<file path="src/rtl/clksw_pkg.sv">
package clksw_pkg;

   typedef enum logic [1:0] {
      SRC_INT = 2'b00,
      SRC_EXT = 2'b01,
      SRC_PLL = 2'b10,
      SRC_BAD = 2'b11
   } clk_src_e;

   localparam int MAX_SRC  = 7;
   localparam int FAIL_POS = 7;
   localparam int EN_LSB   = 8;
   localparam int CLR_LSB  = 16;
   localparam int WORD_W   = 32;
   localparam int LANES    = WORD_W / 8;

endpackage

</file>
<file path="src/rtl/clksw_srcsel.sv">
module clksw_srcsel
   import clksw_pkg::*;
(
   input  logic       clk,
   input  logic       rst_n,
   input  logic       sw_wr,
   input  logic [1:0] sw_code,
   input  logic       lp_exit,
   input  logic       fail_evt,
   input  logic       pll_on_ext,
   output logic [1:0] sel_o
);

   clk_src_e sel_q;
   clk_src_e sel_d;
   logic     ext_in_use;

   // The external oscillator drives the system clock either directly or through the PLL.
   assign ext_in_use = (sel_q == SRC_EXT) || ((sel_q == SRC_PLL) && pll_on_ext);

   always_comb begin
      sel_d = sel_q;
      if (sw_wr && (clk_src_e'(sw_code) != SRC_BAD))
         sel_d = clk_src_e'(sw_code);
      // Hardware fall-back overrides any software write in the same cycle.
      if (lp_exit || (fail_evt && ext_in_use))
         sel_d = SRC_INT;
   end

   always_ff @(posedge clk or negedge rst_n) begin
      if (!rst_n) sel_q <= SRC_INT;
      else        sel_q <= sel_d;
   end

   assign sel_o = sel_q;

endmodule

</file>
<file path="src/rtl/clksw_flagbank.sv">
module clksw_flagbank #(
   parameter int N    = 7,
   parameter bit EDGE = 1'b1
) (
   input  logic         clk,
   input  logic         rst_n,
   input  logic [N-1:0] ev_in,
   input  logic [N-1:0] clr,
   output logic [N-1:0] flags
);

   logic [N-1:0] set_ev;

   generate
      if (EDGE) begin : g_edge
         logic [N-1:0] ev_prev;
         always_ff @(posedge clk or negedge rst_n) begin
            if (!rst_n) ev_prev <= '0;
            else        ev_prev <= ev_in;
         end
         assign set_ev = ev_in & ~ev_prev;
      end else begin : g_level
         assign set_ev = ev_in;
      end
   endgenerate

   generate
      for (genvar i = 0; i < N; i++) begin : g_bit
         logic flag_q;
         always_ff @(posedge clk or negedge rst_n) begin
            if (!rst_n)         flag_q <= 1'b0;
            else if (set_ev[i]) flag_q <= 1'b1;  // set beats clear
            else if (clr[i])    flag_q <= 1'b0;
         end
         assign flags[i] = flag_q;
      end
   endgenerate

endmodule

</file>
<file path="src/rtl/clksw_regif.sv">
module clksw_regif
   import clksw_pkg::*;
#(
   parameter int ADDR_W  = 8,
   parameter int NUM_SRC = 7,
   parameter int SEL_OFS = 'h04,
   parameter int IRQ_OFS = 'h08
) (
   input  logic               clk,
   input  logic               rst_n,
   input  logic               bus_wr,
   input  logic [ADDR_W-1:0]  bus_addr,
   input  logic [LANES-1:0]   bus_be,
   input  logic [WORD_W-1:0]  bus_wdata,
   input  logic [1:0]         sel,
   input  logic [NUM_SRC-1:0] flags,
   input  logic               fail_flag,
   output logic               sel_wr,
   output logic [1:0]         sel_code,
   output logic [NUM_SRC-1:0] en_q,
   output logic [NUM_SRC-1:0] clr_flags,
   output logic               clr_fail,
   output logic [WORD_W-1:0]  bus_rdata
);

   localparam logic [ADDR_W-1:0] SEL_A = ADDR_W'(SEL_OFS);
   localparam logic [ADDR_W-1:0] IRQ_A = ADDR_W'(IRQ_OFS);
   localparam int EN_LANE  = EN_LSB / 8;
   localparam int CLR_LANE = CLR_LSB / 8;

   logic sel_hit, irq_hit, clr_lane_wr;
   logic unused_wdata;

   assign sel_hit     = bus_wr && (bus_addr == SEL_A);
   assign irq_hit     = bus_wr && (bus_addr == IRQ_A);
   assign sel_wr      = sel_hit && bus_be[0];
   assign sel_code    = bus_wdata[1:0];
   assign clr_lane_wr = irq_hit && bus_be[CLR_LANE];
   assign clr_flags   = clr_lane_wr ? bus_wdata[CLR_LSB +: NUM_SRC] : '0;
   assign clr_fail    = clr_lane_wr && bus_wdata[CLR_LSB + FAIL_POS];
   assign unused_wdata = ^bus_wdata;

   always_ff @(posedge clk or negedge rst_n) begin
      if (!rst_n)                           en_q <= '0;
      else if (irq_hit && bus_be[EN_LANE])  en_q <= bus_wdata[EN_LSB +: NUM_SRC];
   end

   always_comb begin
      bus_rdata = '0;
      if (bus_addr == SEL_A) begin
         bus_rdata[1:0] = sel;
      end else if (bus_addr == IRQ_A) begin
         bus_rdata[NUM_SRC-1:0]         = flags;
         bus_rdata[FAIL_POS]            = fail_flag;
         bus_rdata[EN_LSB +: NUM_SRC]   = en_q;
      end
   end

endmodule

</file>
<file path="src/rtl/clksw_ctrl.sv">
module clksw_ctrl
   import clksw_pkg::*;
#(
   parameter int ADDR_W   = 8,
   parameter int NUM_SRC  = 7,
   parameter int SEL_OFS  = 'h04,
   parameter int IRQ_OFS  = 'h08,
   parameter bit RDY_EDGE = 1'b1
) (
   input  logic               clk,
   input  logic               rst_n,
   input  logic               bus_wr,
   input  logic [ADDR_W-1:0]  bus_addr,
   input  logic [3:0]         bus_be,
   input  logic [31:0]        bus_wdata,
   output logic [31:0]        bus_rdata,
   input  logic [NUM_SRC-1:0] rdy_in,
   input  logic               fail_det,
   input  logic               sec_en,
   input  logic               pll_on_ext,
   input  logic               lp_exit,
   output logic [1:0]         sys_sel,
   output logic               irq
);

   localparam int ADDR_SPAN = 1 << ADDR_W;

   generate
      if (NUM_SRC < 1 || NUM_SRC > MAX_SRC) begin : g_bad_nsrc
         $error("clksw_ctrl: NUM_SRC out of range");
      end
      if (ADDR_W < 4 || ADDR_W > 16) begin : g_bad_aw
         $error("clksw_ctrl: ADDR_W out of range");
      end
      if (SEL_OFS == IRQ_OFS || SEL_OFS % 4 != 0 || IRQ_OFS % 4 != 0
          || SEL_OFS >= ADDR_SPAN || IRQ_OFS >= ADDR_SPAN) begin : g_bad_ofs
         $error("clksw_ctrl: register offsets invalid");
      end
   endgenerate

   logic               fail_evt;
   logic               sel_wr;
   logic [1:0]         sel_code;
   logic [NUM_SRC-1:0] en_q;
   logic [NUM_SRC-1:0] flags_q;
   logic [NUM_SRC-1:0] clr_flags;
   logic               clr_fail;
   logic               fail_q;

   assign fail_evt = sec_en && fail_det;

   clksw_srcsel u_sel (
      .clk        (clk),
      .rst_n      (rst_n),
      .sw_wr      (sel_wr),
      .sw_code    (sel_code),
      .lp_exit    (lp_exit),
      .fail_evt   (fail_evt),
      .pll_on_ext (pll_on_ext),
      .sel_o      (sys_sel)
   );

   clksw_flagbank #(.N(NUM_SRC), .EDGE(RDY_EDGE)) u_rdy (
      .clk   (clk),
      .rst_n (rst_n),
      .ev_in (rdy_in),
      .clr   (clr_flags),
      .flags (flags_q)
   );

   clksw_flagbank #(.N(1), .EDGE(1'b0)) u_fail (
      .clk   (clk),
      .rst_n (rst_n),
      .ev_in (fail_evt),
      .clr   (clr_fail),
      .flags (fail_q)
   );

   clksw_regif #(
      .ADDR_W (ADDR_W), .NUM_SRC(NUM_SRC),
      .SEL_OFS(SEL_OFS), .IRQ_OFS(IRQ_OFS)
   ) u_regs (
      .clk       (clk),
      .rst_n     (rst_n),
      .bus_wr    (bus_wr),
      .bus_addr  (bus_addr),
      .bus_be    (bus_be),
      .bus_wdata (bus_wdata),
      .sel       (sys_sel),
      .flags     (flags_q),
      .fail_flag (fail_q),
      .sel_wr    (sel_wr),
      .sel_code  (sel_code),
      .en_q      (en_q),
      .clr_flags (clr_flags),
      .clr_fail  (clr_fail),
      .bus_rdata (bus_rdata)
   );

   assign irq = (|(flags_q & en_q)) | fail_q;

endmodule

</file>
<file path="config.mk">
export PLATFORM = sky130hd
export DESIGN_NAME = clksw_ctrl
export DESIGN_NICKNAME = d
export VERILOG_FILES = /design/src/rtl/clksw_pkg.sv /design/src/rtl/clksw_srcsel.sv /design/src/rtl/clksw_flagbank.sv /design/src/rtl/clksw_regif.sv /design/src/rtl/clksw_ctrl.sv
export SDC_FILE = /design/constraint.sdc
export NUM_CORES = 1
export LEC_CHECK = 0
export CORE_ASPECT_RATIO = 1.4
export CORE_UTILIZATION = 25
export DETAILED_ROUTE_END_ITERATION = 7
export SYNTH_ARGS = -nofsm -noshare
export SYNTH_HDL_FRONTEND = slang
export SYNTH_SLANG_ARGS = --single-unit
</file>
<file path="constraint.sdc">
create_clock -name clk -period 2.15 [get_ports clk]
set_input_delay 0.43 -clock clk [delete_from_list [all_inputs] [get_ports clk]]
set_output_delay 0.43 -clock clk [all_outputs]
set_load 0.005 [all_outputs]
</file>
==> impl_metrics.json, run 1 <==
{
  "result_of_the_run": "finished clean",
  "dp.final_hpwl_mm": 2.27,
  "synth.area.top_cells": "sky130_fd_sc_hd__dfrtp_1 46%, sky130_fd_sc_hd__buf_4 9.8%, sky130_fd_sc_hd__mux2_4 8.1%, sky130_fd_sc_hd__a22o_1 6.0%, sky130_fd_sc_hd__and2_1 4.8%",
  "globalRouteTotalUtil_pct": 12.0,
  "synth_edf_count": 0,
  "synth_largest_area_cell": "sky130_fd_sc_hd__dfrtp_1",
  "synth_area_per_cell_um2": 11.1,
  "timing_worst_setup_path_type": "primary input to output port",
  "final_layout_size_suffix_gt1_share_pct": 31.4,
  "clkLatencyLatePin_ns": 0.26,
  "netlist_instances": 118,
  "grt_setup_unrepaired": "false",
  "yosys.cell_types.count": 28,
  "synth_seq_cells": 24,
  "post-synth-top-count-cell": "sky130_fd_sc_hd__dfrtp_1",
  "layout.nets": 250,
  "worst_hold_path_type": "primary input to asynchronous set/reset pin",
  "seq_area_frac_synth_pct": 46.0,
  "max_clock_freq_ghz": 0.474,
  "synth_ff_type": "sky130_fd_sc_hd__dfrtp_1",
  "number_of_optimization_iterations_in_the_first_detailed_route_pass": 3,
  "finClkSkew_ns": 0.00247,
  "worst_setup_hold_path_clk_slew_ns": 0.08,
  "reg2reg_setup_slack_ns": 1.13,
  "floorplan.initialDensity_pct": 26.5,
  "report.final.slew_viol_count": 0,
  "yosys.area_share.simple_pct": 20.4,
  "setup_total_negative_slack_ns": 0,
  "report.final.setup_viol": 0,
  "drcViolationCount": 0,
  "wl_per_cell_um": 11.8,
  "critical_path.reg2reg.startpoint": "u_sel.sel_o[0]",
  "synth_async_sr_flop_share_pct": 100,
  "max_cap_viols": 0,
  "post_place_instance_area_um2": 1950,
  "finalHoldViolations": 0,
  "detail_route.iter0.violations": 57,
  "cts_hold_fix_bufs": 0,
  "critPathCaptureType": "output port",
  "worstRegToRegCells": 3,
  "core_area_um2": 4920,
  "first_global_vias": 1031,
  "antenna_found_initial": 0,
  "synthesis.area_um2": 1310,
  "cts_tree": "yes",
  "critical_path.startpoint_type": "primary input",
  "die_width_um": 63.1,
  "period_share_pct": 98.2,
  "insertedDiodeCount": 0,
  "netlist_top_cells_count": "24 x sky130_fd_sc_hd__dfrtp_1, 17 x sky130_fd_sc_hd__buf_4, 12 x sky130_fd_sc_hd__nand2_1",
  "synth_fa_ha_area_share_pct": 0,
  "crit_arrival_ns": 1.68,
  "via_count": 1039,
  "worstReg2RegEnd": "u_sel.sel_o[0]",
  "vdd_drop_max_uv": 336,
  "fin_ws_ns": 0.0382,
  "p_leak_uw": 0.00101,
  "compound_gate_portion_of_the_synthesized_area_pct": 9.30,
  "utilization_pct": 42.4,
  "overall_die_area_um2": 5520,
  "clock-sinks": 24,
  "cts_made_buffers": 3,
  "maximum_net_fanout_on_the_critical_path": 7,
  "final_cell_area_um2": 2090,
  "vias_per_cell": 4.07,
  "depth_of_the_cts_h_tree": 1,
  "io_buffers": 59,
  "yosysWarnings": 0,
  "num_io_pins": 93,
  "root_buffer": "sky130_fd_sc_hd__clkbuf_8",
  "finalCriticalPeriod_ns": 2.11,
  "detail-route-antenna-nets": 0,
  "rows": 30,
  "grt_start_max_net_pins": 25,
  "die_height_um": 87.5,
  "clockBufferDepth": 2,
  "cp_data_required_time_ns": 1.72,
  "synth_top_family_by_area": "simple AND/OR/NAND/NOR gates",
  "post-place-ws_ns": -0.739,
  "syn2layout_area_growth_pct": 59.8,
  "finalWirelength_mm": 3.01,
  "synth_xor_area_share_pct": 0,
  "powerDensity_nw_per_um2": 472,
  "synth.top_cell.area_share_pct": 46.0,
  "gr-total-overflow": 0,
  "grt_pass1_wl_mm": 5.04,
  "post_synth_mux_area_share_pct": 10.4,
  "place.gp.congestion": 0.653
}
area by class of cell:
cell class / count / area, um^2
tap: 64 / 80.1
clock buffer: 3 / 41.3
multi-input combinational: 84 / 633
sequential: 24 / 601
inverter: 7 / 26.3
timing repair buffer: 72 / 674
fill: 504 / 2830
clock inverter: 1 / 30.0
critical path, stage by stage:
cell and delay, ns:
sky130_fd_sc_hd__buf_6 0.09, sky130_fd_sc_hd__or4_4 0.54, sky130_fd_sc_hd__nor3_4 0.22, sky130_fd_sc_hd__buf_6 0.16
sky130_fd_sc_hd__and2_4 0.15, sky130_fd_sc_hd__buf_6 0.08
stage by stage:
step           power [uW]  std cells  hold slack (ns)
2_1_floorplan         528        134            0.134
3_3_place_gp          605        245            0.516
3_5_place_dp          606        245            0.518
4_1_cts              1000        255            0.532
5_1_grt              1040        255            0.544
6_report              984        255            0.528
logic make-up (layout without fill, tap and decap cells):
family,count (synthesis),in the layout
other,1,17
buffers and inverters,26,83
AOI/OAI and AO/OA,15,15
and+or+nand+nor,42,42
DFF,24,24
muxes,10,10
power breakdown:
part           internal, uW  leakage (uW)  switching, uW
Clock                   248     0.0000357            137
Sequential              461      0.000277           4.90
Combinational          85.7      0.000699           46.6
Total                   795       0.00101            189
repair_timing:
item                       CTS  global route
pin swaps                    9             3
hold endpoints to repair     0             0
setup buffers                5             4
setup endpoints to repair   23            22
cloned                       1             0
gates resized for setup     93             9
worst max-delay path by stage:
stage               cells after the start       endpoint  slack (ns)         from
finish                                  6   bus_rdata[7]        0.04  bus_addr[0]
floorplan                               4  bus_rdata[10]        0.15  bus_addr[7]
detailed placement                      6   bus_rdata[7]       -0.74  bus_addr[7]
global route                            6   bus_rdata[6]       0.007  bus_addr[0]
global placement                        6   bus_rdata[7]       -0.72  bus_addr[7]
CTS                                     8  bus_rdata[13]       -0.12  bus_addr[0]
metal layers:
layer / vias up / share of wire (%) / wire, um / global-route usage (%)
li1: 513 / - / - / -
met1: 471 / 42 / 1280 / 14.7
met2: 53 / 49 / 1480 / 20.6
met3: 2 / 6.9 / 207 / 1.44
met4: 0 / 1.3 / 40 / 5.71
met5: - / 0 / 0 / 0
cell usage in the layout, fill, tap and decap left out, drive strengths merged:
cell type	count
a31oi	1
a22oi	3
mux2	7
clkdlybuf4s15	1
dlygate4sd2	3
and3	1
a221oi	1
clkbuf	4
nand2b	1
buf	29
a21oi	1
nand2	12
and4b	1
mux2i	3
or2	1
clkdlybuf4s50	36
bufinv	1
dfrtp	24
nand3	1
nor2b	4
nand4	1
or4	1
and2	13
a22o	9
nor2	3
dlymetal6s2s	2
nor4	2
inv	7
conb	17
nor3	1
flip-flops by register name (all words and copies together), names as in the netlist:
register,flops
u_sel.sel_o,2
u_regs.en_q,7
u_fail.flags,1
u_rdy.g_bit.flag_q,7
u_rdy.g_edge.ev_prev,7
No activity file was read; power rests on OpenSTA's default activity.
==> inputs of run 2 (changes only) <==
--- a/config.mk
+++ b/config.mk
@@ -5,9 +5,11 @@
 export SDC_FILE = /design/constraint.sdc
 export NUM_CORES = 1
 export LEC_CHECK = 0
+export CAP_MARGIN = 20
 export CORE_ASPECT_RATIO = 1.4
 export CORE_UTILIZATION = 25
 export DETAILED_ROUTE_END_ITERATION = 7
+export GPL_ROUTABILITY_DRIVEN = 0
 export SYNTH_ARGS = -nofsm -noshare
 export SYNTH_HDL_FRONTEND = slang
 export SYNTH_SLANG_ARGS = --single-unit
==> results of run 2 <==
The final DEF is identical to that of run 1; final timing and power are the same.
